===== src/rtl/conv_seq_pkg.sv =====
// Package: shared phase encoding for the conversion start sequencer.
// Assumes: imported by the counter module and the top.
package conv_seq_pkg;
    typedef enum logic [1:0] {
        PH_IDLE  = 2'd0,   // no conversion in flight
        PH_ARMED = 2'd1,   // start sent, waiting for converter to go busy
        PH_RUN   = 2'd2    // busy seen, counting on eoc high
    } seq_phase_e;
endpackage


===== src/rtl/conv_req_sync.sv =====
// Module: conv_req_sync
// Brings the asynchronous request into the clock domain through a chain
// of STAGES flip-flops. Assumes STAGES >= 1; reset clears the chain.
module conv_req_sync #(
    parameter int STAGES = 2
) (
    input  logic clk,
    input  logic rst_n,
    input  logic d_in,
    output logic q_out
);
    logic [STAGES-1:0] chain_q;

    generate
        if (STAGES == 1) begin : g_single
            // Single-stage capture of the request.
            always_ff @(posedge clk) begin
                if (!rst_n) chain_q <= '0;
                else        chain_q <= d_in;
            end
        end else begin : g_multi
            // Shift the request through the synchronizer chain.
            always_ff @(posedge clk) begin
                if (!rst_n) chain_q <= '0;
                else        chain_q <= {chain_q[STAGES-2:0], d_in};
            end
        end
    endgenerate

    assign q_out = chain_q[STAGES-1];
endmodule


===== src/rtl/conv_req_latch.sv =====
// Module: conv_req_latch
// Set/clear request latch. Clear dominates set. Assumes both inputs are
// synchronous to clk.
module conv_req_latch (
    input  logic clk,
    input  logic rst_n,
    input  logic set_i,
    input  logic clr_i,
    output logic pend_o
);
    logic pend_q;

    // Hold a pending request until the sequencer's carry clears it.
    always_ff @(posedge clk) begin
        if (!rst_n)     pend_q <= 1'b0;
        else if (clr_i) pend_q <= 1'b0;
        else if (set_i) pend_q <= 1'b1;
    end

    assign pend_o = pend_q;

    p_clear_wins_r7: assert property (@(posedge clk) disable iff (!rst_n)
        clr_i |=> !pend_o)
        else $error("request latch survived a clear");

    p_set_latches_r2: assert property (@(posedge clk) disable iff (!rst_n)
        (set_i && !clr_i) |=> pend_o)
        else $error("request latch missed a set");
endmodule


===== src/rtl/conv_seq_counter.sv =====
// Module: conv_seq_counter
// Issues the one-clock start, preloads the counter, waits for the converter
// to go busy, counts eoc-high edges, and raises carry at all-ones.
// Assumes eoc is synchronous to clk.
module conv_seq_counter
    import conv_seq_pkg::*;
#(
    parameter int CNT_W   = 4,
    parameter int PRELOAD = 11
) (
    input  logic clk,
    input  logic rst_n,
    input  logic pend_i,
    input  logic eoc_i,
    output logic start_o,
    output logic carry_o
);
    localparam logic [CNT_W-1:0] CNT_TOP  = {CNT_W{1'b1}};
    localparam logic [CNT_W-1:0] CNT_LOAD = CNT_W'(PRELOAD);

    seq_phase_e       phase_q;
    logic [CNT_W-1:0] cnt_q;
    logic             start_q;

    assign carry_o = (phase_q == PH_RUN) && (cnt_q == CNT_TOP);
    assign start_o = start_q;

    // Phase, counter and start-pulse sequencing.
    always_ff @(posedge clk) begin
        if (!rst_n) begin
            phase_q <= PH_IDLE;
            cnt_q   <= '0;
            start_q <= 1'b0;
        end else begin
            start_q <= 1'b0;
            case (phase_q)
                PH_IDLE: begin
                    if (pend_i) begin
                        start_q <= 1'b1;
                        cnt_q   <= CNT_LOAD;
                        phase_q <= PH_ARMED;
                    end
                end
                PH_ARMED: begin
                    if (!eoc_i) phase_q <= PH_RUN;
                end
                PH_RUN: begin
                    if (cnt_q == CNT_TOP) phase_q <= PH_IDLE;
                    else if (eoc_i)       cnt_q   <= cnt_q + 1'b1;
                end
                default: phase_q <= PH_IDLE;
            endcase
        end
    end

    p_start_one_wide_r3: assert property (@(posedge clk) disable iff (!rst_n)
        start_o |=> !start_o)
        else $error("start pulse longer than one clock");

    p_preload_r4: assert property (@(posedge clk) disable iff (!rst_n)
        start_o |-> (cnt_q == CNT_LOAD && phase_q == PH_ARMED))
        else $error("counter not preloaded at start");

    p_hold_on_busy_r5: assert property (@(posedge clk) disable iff (!rst_n)
        (phase_q == PH_RUN && !eoc_i) |=> $stable(cnt_q))
        else $error("counter moved while eoc low");

    p_carry_one_wide_r6: assert property (@(posedge clk) disable iff (!rst_n)
        carry_o |=> !carry_o)
        else $error("carry longer than one clock");

    p_no_start_busy_r8: assert property (@(posedge clk) disable iff (!rst_n)
        (phase_q != PH_IDLE) |=> !start_o)
        else $error("start issued during conversion");
endmodule


===== src/rtl/conv_start_seq.sv =====
// Module: conv_start_seq (top)
// Turns an asynchronous start request into one-clock converter starts and
// reports a ready pulse a fixed number of eoc-high clocks after each
// conversion ends. Assumes eoc is synchronous to clk; reset is synchronous,
// active low.
module conv_start_seq #(
    parameter int SYNC_STAGES = 2,
    parameter int CNT_W       = 4,
    parameter int PRELOAD     = 11
) (
    input  logic clk,
    input  logic rst_n,
    input  logic start_req,
    input  logic eoc,
    output logic conv_start,
    output logic ready
);
    logic req_s;
    logic pend;
    logic carry;

    conv_req_sync #(.STAGES(SYNC_STAGES)) u_sync (
        .clk   (clk),
        .rst_n (rst_n),
        .d_in  (start_req),
        .q_out (req_s)
    );

    conv_req_latch u_latch (
        .clk    (clk),
        .rst_n  (rst_n),
        .set_i  (req_s),
        .clr_i  (carry),
        .pend_o (pend)
    );

    conv_seq_counter #(.CNT_W(CNT_W), .PRELOAD(PRELOAD)) u_cnt (
        .clk     (clk),
        .rst_n   (rst_n),
        .pend_i  (pend),
        .eoc_i   (eoc),
        .start_o (conv_start),
        .carry_o (carry)
    );

    assign ready = carry;

    p_reset_quiet_r1: assert property (@(posedge clk)
        !rst_n |=> (!conv_start && !ready))
        else $error("outputs active after reset");

    p_ready_exclusive_r3: assert property (@(posedge clk) disable iff (!rst_n)
        !(conv_start && ready))
        else $error("start and ready together");
endmodule


===== config.mk =====
export PLATFORM = sky130hd
export DESIGN_NAME = conv_start_seq
export DESIGN_NICKNAME = d
export VERILOG_FILES = /design/src/rtl/conv_seq_pkg.sv /design/src/rtl/conv_req_sync.sv /design/src/rtl/conv_req_latch.sv /design/src/rtl/conv_seq_counter.sv /design/src/rtl/conv_start_seq.sv
export SDC_FILE = /design/constraint.sdc
export NUM_CORES = 1
export LEC_CHECK = 0
export ABC_AREA = 1
export CAP_MARGIN = 15
export CELL_PAD_IN_SITES_DETAIL_PLACEMENT = 1
export CELL_PAD_IN_SITES_GLOBAL_PLACEMENT = 2
export CORE_MARGIN = 2
export CORE_UTILIZATION = 28
export CTS_BUF_LIST = sky130_fd_sc_hd__clkbuf_8 sky130_fd_sc_hd__clkbuf_16
export DETAILED_ROUTE_END_ITERATION = 16
export PLACE_DENSITY = 0.81
export SLEW_MARGIN = 20
export SYNTH_ARGS = -nofsm -noshare
export SYNTH_HDL_FRONTEND = slang
export SYNTH_SLANG_ARGS = --single-unit

===== constraint.sdc =====
create_clock -name clk -period 1.6 [get_ports clk]
set_input_delay 0.16 -clock clk [delete_from_list [all_inputs] [get_ports clk]]
set_output_delay 0.16 -clock clk [all_outputs]
set_load 0.01 [all_outputs]

==> results.md, run 1 <==
* Status: complete, no violations
* Tmin final at 1470 ps
* Overflow left after global routing at 0
* Compound-gate portion of the synthesized area at 7.24%
* Synth Net Count at 66
* Routed wire length at 1.01 mm
* Initial antenna violation count at 0
* Multi-input gate area at 236 µm²
* Async set-reset flop share out of synthesis at 0%
* Synth Area in Adders at 2.68%
* Port buffer count at 5
* Wirelength per Cell at 11.3 µm
* Via Count at 421
* Synthesized instance count at 61
* Cell with the most instances after synthesis: nand2_1
* Largest family of logic cells by synthesized area: simple AND/OR/NAND/NOR gates
* Setup TNS at 0 ps
* Pin count of the biggest net entering global routing at 8
* DRT antenna net count at 0
* TritonCTS buffer count at 3
* Relative slew slack at 84.7%
* Register Area at 201 µm²
* DR pass1 iterations at 2
* FP Rows at 14
* RSZ-0062 raised after global routing: false
* P&R area growth vs syn at 30.3%
* PwrDens at 974 nW/µm²
* Synth cell types at 19
* Drt via density at 4.73
* Core Footprint at 1540 µm²
* Num ports at 6
* DP HPWL at 808 µm
* Crit start category: flip-flop
* Most frequent cells after synthesis: 11 x nand2_1, 10 x dfxtp_1, 8 x nand3_1
* Die Span Y at 44.8 µm
* Final Hold Viols at 0
* FMAX at 678 MHz
* Initial Util at 30.3%
* CTS Hold Buffers Added at 0
* Clock sinks at 10
* #FFs+latches synth at 10
* Yosys Warn Count at 0
* EDFF count, synth at 0
* Simple-gate share of the synthesized area at 40.8%
* Post-CTS Setup Inserts at 0
* Crit path kind: reg -> out
* Root buf cell: clkbuf_8
* Period utilisation layout at 92.1%
* Synth Cell Area at 467 µm²
* CTS tree: yes
* CP endpoint kind: primary output
* DRC viols at 0
* Final setup viols at 0
* Mean Syn Cell Area at 7.65 µm²
* Antenna Cells at 0
* Max Slew Vio Count at 0
* Yosys top cell area share at 42.9%
* Crit path max fanout at 4
* H-Tree Level Count at 1
* Initial drt markers at 5
* CP required at 1440 ps
* CTS max path bufs at 2
* GR Util All Layers at 12.5%
* Primary FF master, synth: dfxtp_1
* Arrival time worst endpoint at 1310 ps
* Lkg Pwr at 0.259 nW
* Post-synthesis mux area share at 0%
* Worst-Skew Late Latency at 230 ps
* Global placement routability congestion at 0.738
* Die ar. at 2010 µm²
* Cell Area, Placed at 567 µm²
* Post-route cell area at 608 µm²
* Pin slew with the least headroom to its limit at 230 ps
* Sequential fraction of the synthesis area at 42.9%
* Synth area leader: dfxtp_1
* Synth Area in XOR/XNOR at 0%
* Hold WC Path Type: reg -> reg
* Fillers at 197
* Die width at 44.8 µm
* Final Non-Filler Cells at 89
* First-pass GRT wire length at 1.71 mm
* Dpl cells at 86
* Number of global-route vias before repair at 410
* Peak supply drop at 0.701 mV
* Total Nets Final at 80
* Clock skew at 2.75 ps
* Max_cap viols at 0
* Layout cells sized above 1 at 26.0%
* Top cells by area, synth: dfxtp_1 43%, nand2_1 8.8%, nand3_1 8.6%
* Clock-pin slew on the worst setup and hold paths at 50 ps
==> stage by stage <==
stage / util [%] / worst slack [ps] / power [mW] / hold WS, ps
after floorplan: - / 493 / 0.307 / 253
after global placement: 36.8 / 93.0 / 0.331 / 414
after detailed placement: 36.8 / 36.5 / 0.333 / 418
after CTS: 39.4 / 61.1 / 0.597 / 432
after global routing: 39.4 / 34.0 / 0.615 / 468
final: 39.4 / 126 / 0.592 / 424
==> sequential cells by signal, indices dropped and copies added (netlist names) <==
signal and flops:
u_cnt.cnt_q 4, u_cnt.phase_q 2, u_sync.chain_q 2, u_cnt.start_o 1
u_latch.pend_o 1
==> critical path: stages, from the launching register on <==
cell           delay [ps]
dfxtp_2               350
ha_1                  170
nand3_1               130
nor3_2                150
dlygate4sd2_1         290
==> where the power goes <==
| group | total (mW) | switching [mW] | internal [mW] |
|---|---|---|---|
| combinational | 0.0555 | 0.0299 | 0.0257 |
| clock | 0.265 | 0.0997 | 0.165 |
| sequential | 0.272 | 0.00976 | 0.262 |
==> cell type report <==
type / instances / area share [%]
sequential: 10 / 33.1
tap: 16 / 3.29
timing repair buffer: 9 / 13.0
clock buffer: 3 / 6.79
multi-input combinational: 43 / 38.9
inverter: 8 / 4.94
==> what timing repair did <==
action	CTS	global route
gates cloned	0	0
resized for setup	1	1
endpoints found under the setup margin	1	1
==> logic make-up after synthesis <==
kind of cell | count (synthesis)
AO/OA/AOI/OAI | 6
AND/OR/NAND/NOR | 36
flip-flops | 10
buffers and inverters | 8
adder cells (fa/ha/maj) | 1
==> worst paths after layout <==
kind	from	to	slack [ps]	cells past startpoint
setup reg to reg	u_cnt.cnt_q[1]	u_cnt.cnt_q[2]	400	7
hold / removal	u_sync.chain_q[0]	u_sync.chain_q[1]	420	2
hold reg to reg	u_sync.chain_q[0]	u_sync.chain_q[1]	420	2
setup / recovery	u_cnt.cnt_q[1]	ready	130	4
==> cells in the final DEF (no fill, tap or decap) <==
master           count
nand2_1             11
dfxtp_1              9
nand3_1              8
nor2_1               7
inv_1                6
clkdlybuf4s50_1      4
buf_4                4
a21oi_1              3
clkbuf_8             3
inv_2                2
nand2_2              2
nor2_2               2
nor3_2               1
o21ai_0              1
nand3b_1             1
nand3_2              1
nand2_4              1
nand4_2              1
o21ai_1              1
nand4_1              1
a21oi_2              1
ha_1                 1
dlygate4sd2_1        1
dfxtp_2              1
==> routing by layer <==
| layer | global-route usage (%) | share of wire [%] | vias to the layer above |
|---|---|---|---|
| met4 | 5.29 | 0 | 0 |
| met2 | 19.1 | 47 | 6 |
| li1 | - | - | 225 |
| met3 | 4.80 | 3.5 | 0 |
| met5 | 0 | 0 | - |
| met1 | 15.8 | 50 | 190 |
Note: power is estimated with default switching activity, not from simulation.
==> run 2, diff against run 1 <==
--- a/config.mk
+++ b/config.mk
@@ -9,9 +9,9 @@
 export CAP_MARGIN = 15
 export CELL_PAD_IN_SITES_DETAIL_PLACEMENT = 1
 export CELL_PAD_IN_SITES_GLOBAL_PLACEMENT = 2
-export CORE_MARGIN = 2
 export CORE_UTILIZATION = 28
 export CTS_BUF_LIST = sky130_fd_sc_hd__clkbuf_8 sky130_fd_sc_hd__clkbuf_16
+export CTS_CLUSTER_DIAMETER = 200
 export DETAILED_ROUTE_END_ITERATION = 16
 export PLACE_DENSITY = 0.81
 export SLEW_MARGIN = 20
==> run 2 against run 1 <==
Wire length grew 9.0%. Register-to-register slack lost 20 ps. Design area grew 2.3%. Flip-flop and latch count is the same. Combinational power grew 2%. Non-clock buffer count is the same. Utilization grew 1.4 points. Largest power group is now the clock network. Critical path depth is the same. Via count grew 1.9%.
==> results.md, run 2 (synthesis gave the netlist of run 1 again) <==
* Fillers at 197 (unchanged)
* Num ports at 6 (unchanged)
* Via Count at 429 (+1.9%)
* FP Rows at 14 (unchanged)
* Status: complete, no violations
* Most frequent cells in the layout: 11 x nand2_1, 9 x dfxtp_1, 8 x nand3_1
* TritonCTS buffer count at 3 (unchanged)
* DRT antenna net count at 0 (unchanged)
* Dpl cells at 86 (unchanged)
* Worst-case reg-to-reg path depth at 7 (unchanged)
* Largest stage delay, worst path at 350 ps (about the same)
* Initial antenna violation count at 0 (unchanged)
* Pwr Total at 650 µW (+9.8%)
* Clock sinks at 10 (unchanged)
* Overflow left after global routing at 0 (unchanged)
* Crit path buf inv count at 1 (unchanged)
* Wirelength per Cell at 12.2 µm (+7.8%)
* Routed wire length at 1.10 mm (+9.0%)
* Root buf cell: clkbuf_8
* Initial Util at 30.6% (+0.35 points)
* Max_cap viols at 0 (unchanged)
* Final core occ at 40.8% (+1.4 points)
* CTS max path bufs at 2 (unchanged)
* Die ar. at 1830 µm² (-8.7%)
* RSZ-0062 raised after global routing: false
* CTS tree: yes
* Largest regs: u_cnt.cnt_q: 4 flops, u_cnt.phase_q: 2 flops, u_sync.chain_q: 2 flops
* Relative slew slack at 83.8% (-0.84 points)
* First-pass GRT wire length at 1.77 mm (+3.6%)
* Post-layout worst setup margin at 146 ps (+20.5 ps)
* Hold WC Path Type: reg -> reg
* Drt via density at 4.77 (+0.77%)
* Final Non-Filler Cells at 90 (+1.1%)
* Peak supply drop at 0.503 mV (-28%)
* Slowest-stage cell, CP: dfxtp_2
* Arrival time worst endpoint at 1290 ps (-20 ps)
* Initial drt markers at 6 (+1)
* CP delay by family, top: flip-flops
* Total Nets Final at 80 (unchanged)
* Clock-pin slew on the worst setup and hold paths at 50 ps (about the same)
* Period utilisation layout at 90.8% (-1.3 points)
* CP required at 1440 ps (about the same)
* Global placement routability congestion at 0.730 (-1.1%)
* Final setup viols at 0 (unchanged)
* Layout cells sized above 1 at 27.0% (+1.0 points)
* Clock skew at 3.54 ps (+0.786 ps)
* Hold path cells at 2 (unchanged)
* Antenna Cells at 0 (unchanged)
* Core Footprint at 1520 µm² (-1.1%)
* Commonest non-fill, non-tap cell in the layout: nand2_1
* CP cell instances: ha_1 > nand3_1 > nor3_2 > dlygate4sd2_1
* GR Util All Layers at 13.4% (+0.90 points)
* DP HPWL at 868 µm (+7.4%)
* Port buffer count at 5 (unchanged)
* Pin slew with the least headroom to its limit at 242 ps (+12.2 ps)
* Post-route cell area at 622 µm² (+2.3%)
* Biggest register: u_cnt.cnt_q
* Number of global-route vias before repair at 399 (-2.7%)
* H-Tree Level Count at 1 (unchanged)
* Crit path kind: reg -> out
* Worst-Skew Late Latency at 240 ps (about the same)
* Lkg Pwr at 0.267 nW (+2.8%)
* Dpl ws at 74.4 ps (+37.9 ps)
* DR pass1 iterations at 4 (+2)
* Pin count of the biggest net entering global routing at 8 (unchanged)
* CP Depth at 4 (unchanged)
* Max Slew Vio Count at 0 (unchanged)
* Die width at 42.8 µm (-4.5%)
* Final Hold Viols at 0 (unchanged)
* FMAX at 688 MHz (+1.4%)
* Setup TNS at 0 ps (unchanged)
* Crit start category: flip-flop
* Tmin final at 1450 ps (-20.5 ps)
* Hold Slack at 421 ps (-2.99 ps)
* CP endpoint kind: primary output
* DRC viols at 0 (unchanged)
* Post-CTS Setup Inserts at 0 (unchanged)
* Max reg flops at 4 (unchanged)
* Die Span Y at 42.8 µm (-4.5%)
* P&R area growth vs syn at 33.2%
* Cell Area, Placed at 567 µm² (unchanged)
* Crit path max fanout at 4 (unchanged)
* PwrDens at 1040 nW/µm² (+7.3%)
-- run 2: worst paths after layout --
check / endpoint / from / slack (ps)
min: u_sync.chain_q[1] / u_sync.chain_q[0] / 420
max reg2reg: u_cnt.cnt_q[2] / u_cnt.cnt_q[1] / 380
max: ready / u_cnt.cnt_q[1] / 150
min reg2reg: u_sync.chain_q[1] / u_sync.chain_q[0] / 420
-- run 2: timing repair --
action / 4_1_cts / 5_1_grt
gates resized for setup: 1 / 1
endpoints found under the setup margin: 1 / 1
hold buffers: 0 / 0
-- run 2: per-layer routing --
metal / track usage, % / wire length, µm
met1: 17.5 / 509
met4: 7.50 / 23
met3: 2.55 / 21
met5: 0 / 0
met2: 20.6 / 544
-- run 2: report_power, final --
part           internal, mW  total, mW  switching, mW
combinational        0.0258     0.0568         0.0310
sequential            0.262      0.272        0.00956
clock                 0.217      0.321          0.105
-- run 2: worst register-to-register path: stages (launching register included) --
cell     delay [ps]
dfxtp_2         350
ha_1            170
buf_4           130
nand4_2         190
nand3_1         140
nand2_1          70
inv_2            60
nor2_2           30
-- run 2: layout make-up --
cell class                      count  area, µm²  area share [%]
Multi-Input combinational cell     43        236            38.0
Tap cell                           16       20.0            3.22
Timing Repair Buffer                9       78.8            12.7
Clock buffer                        4       55.1            8.85
Inverter                            8       30.0            4.83
Sequential cell                    10        201            32.4
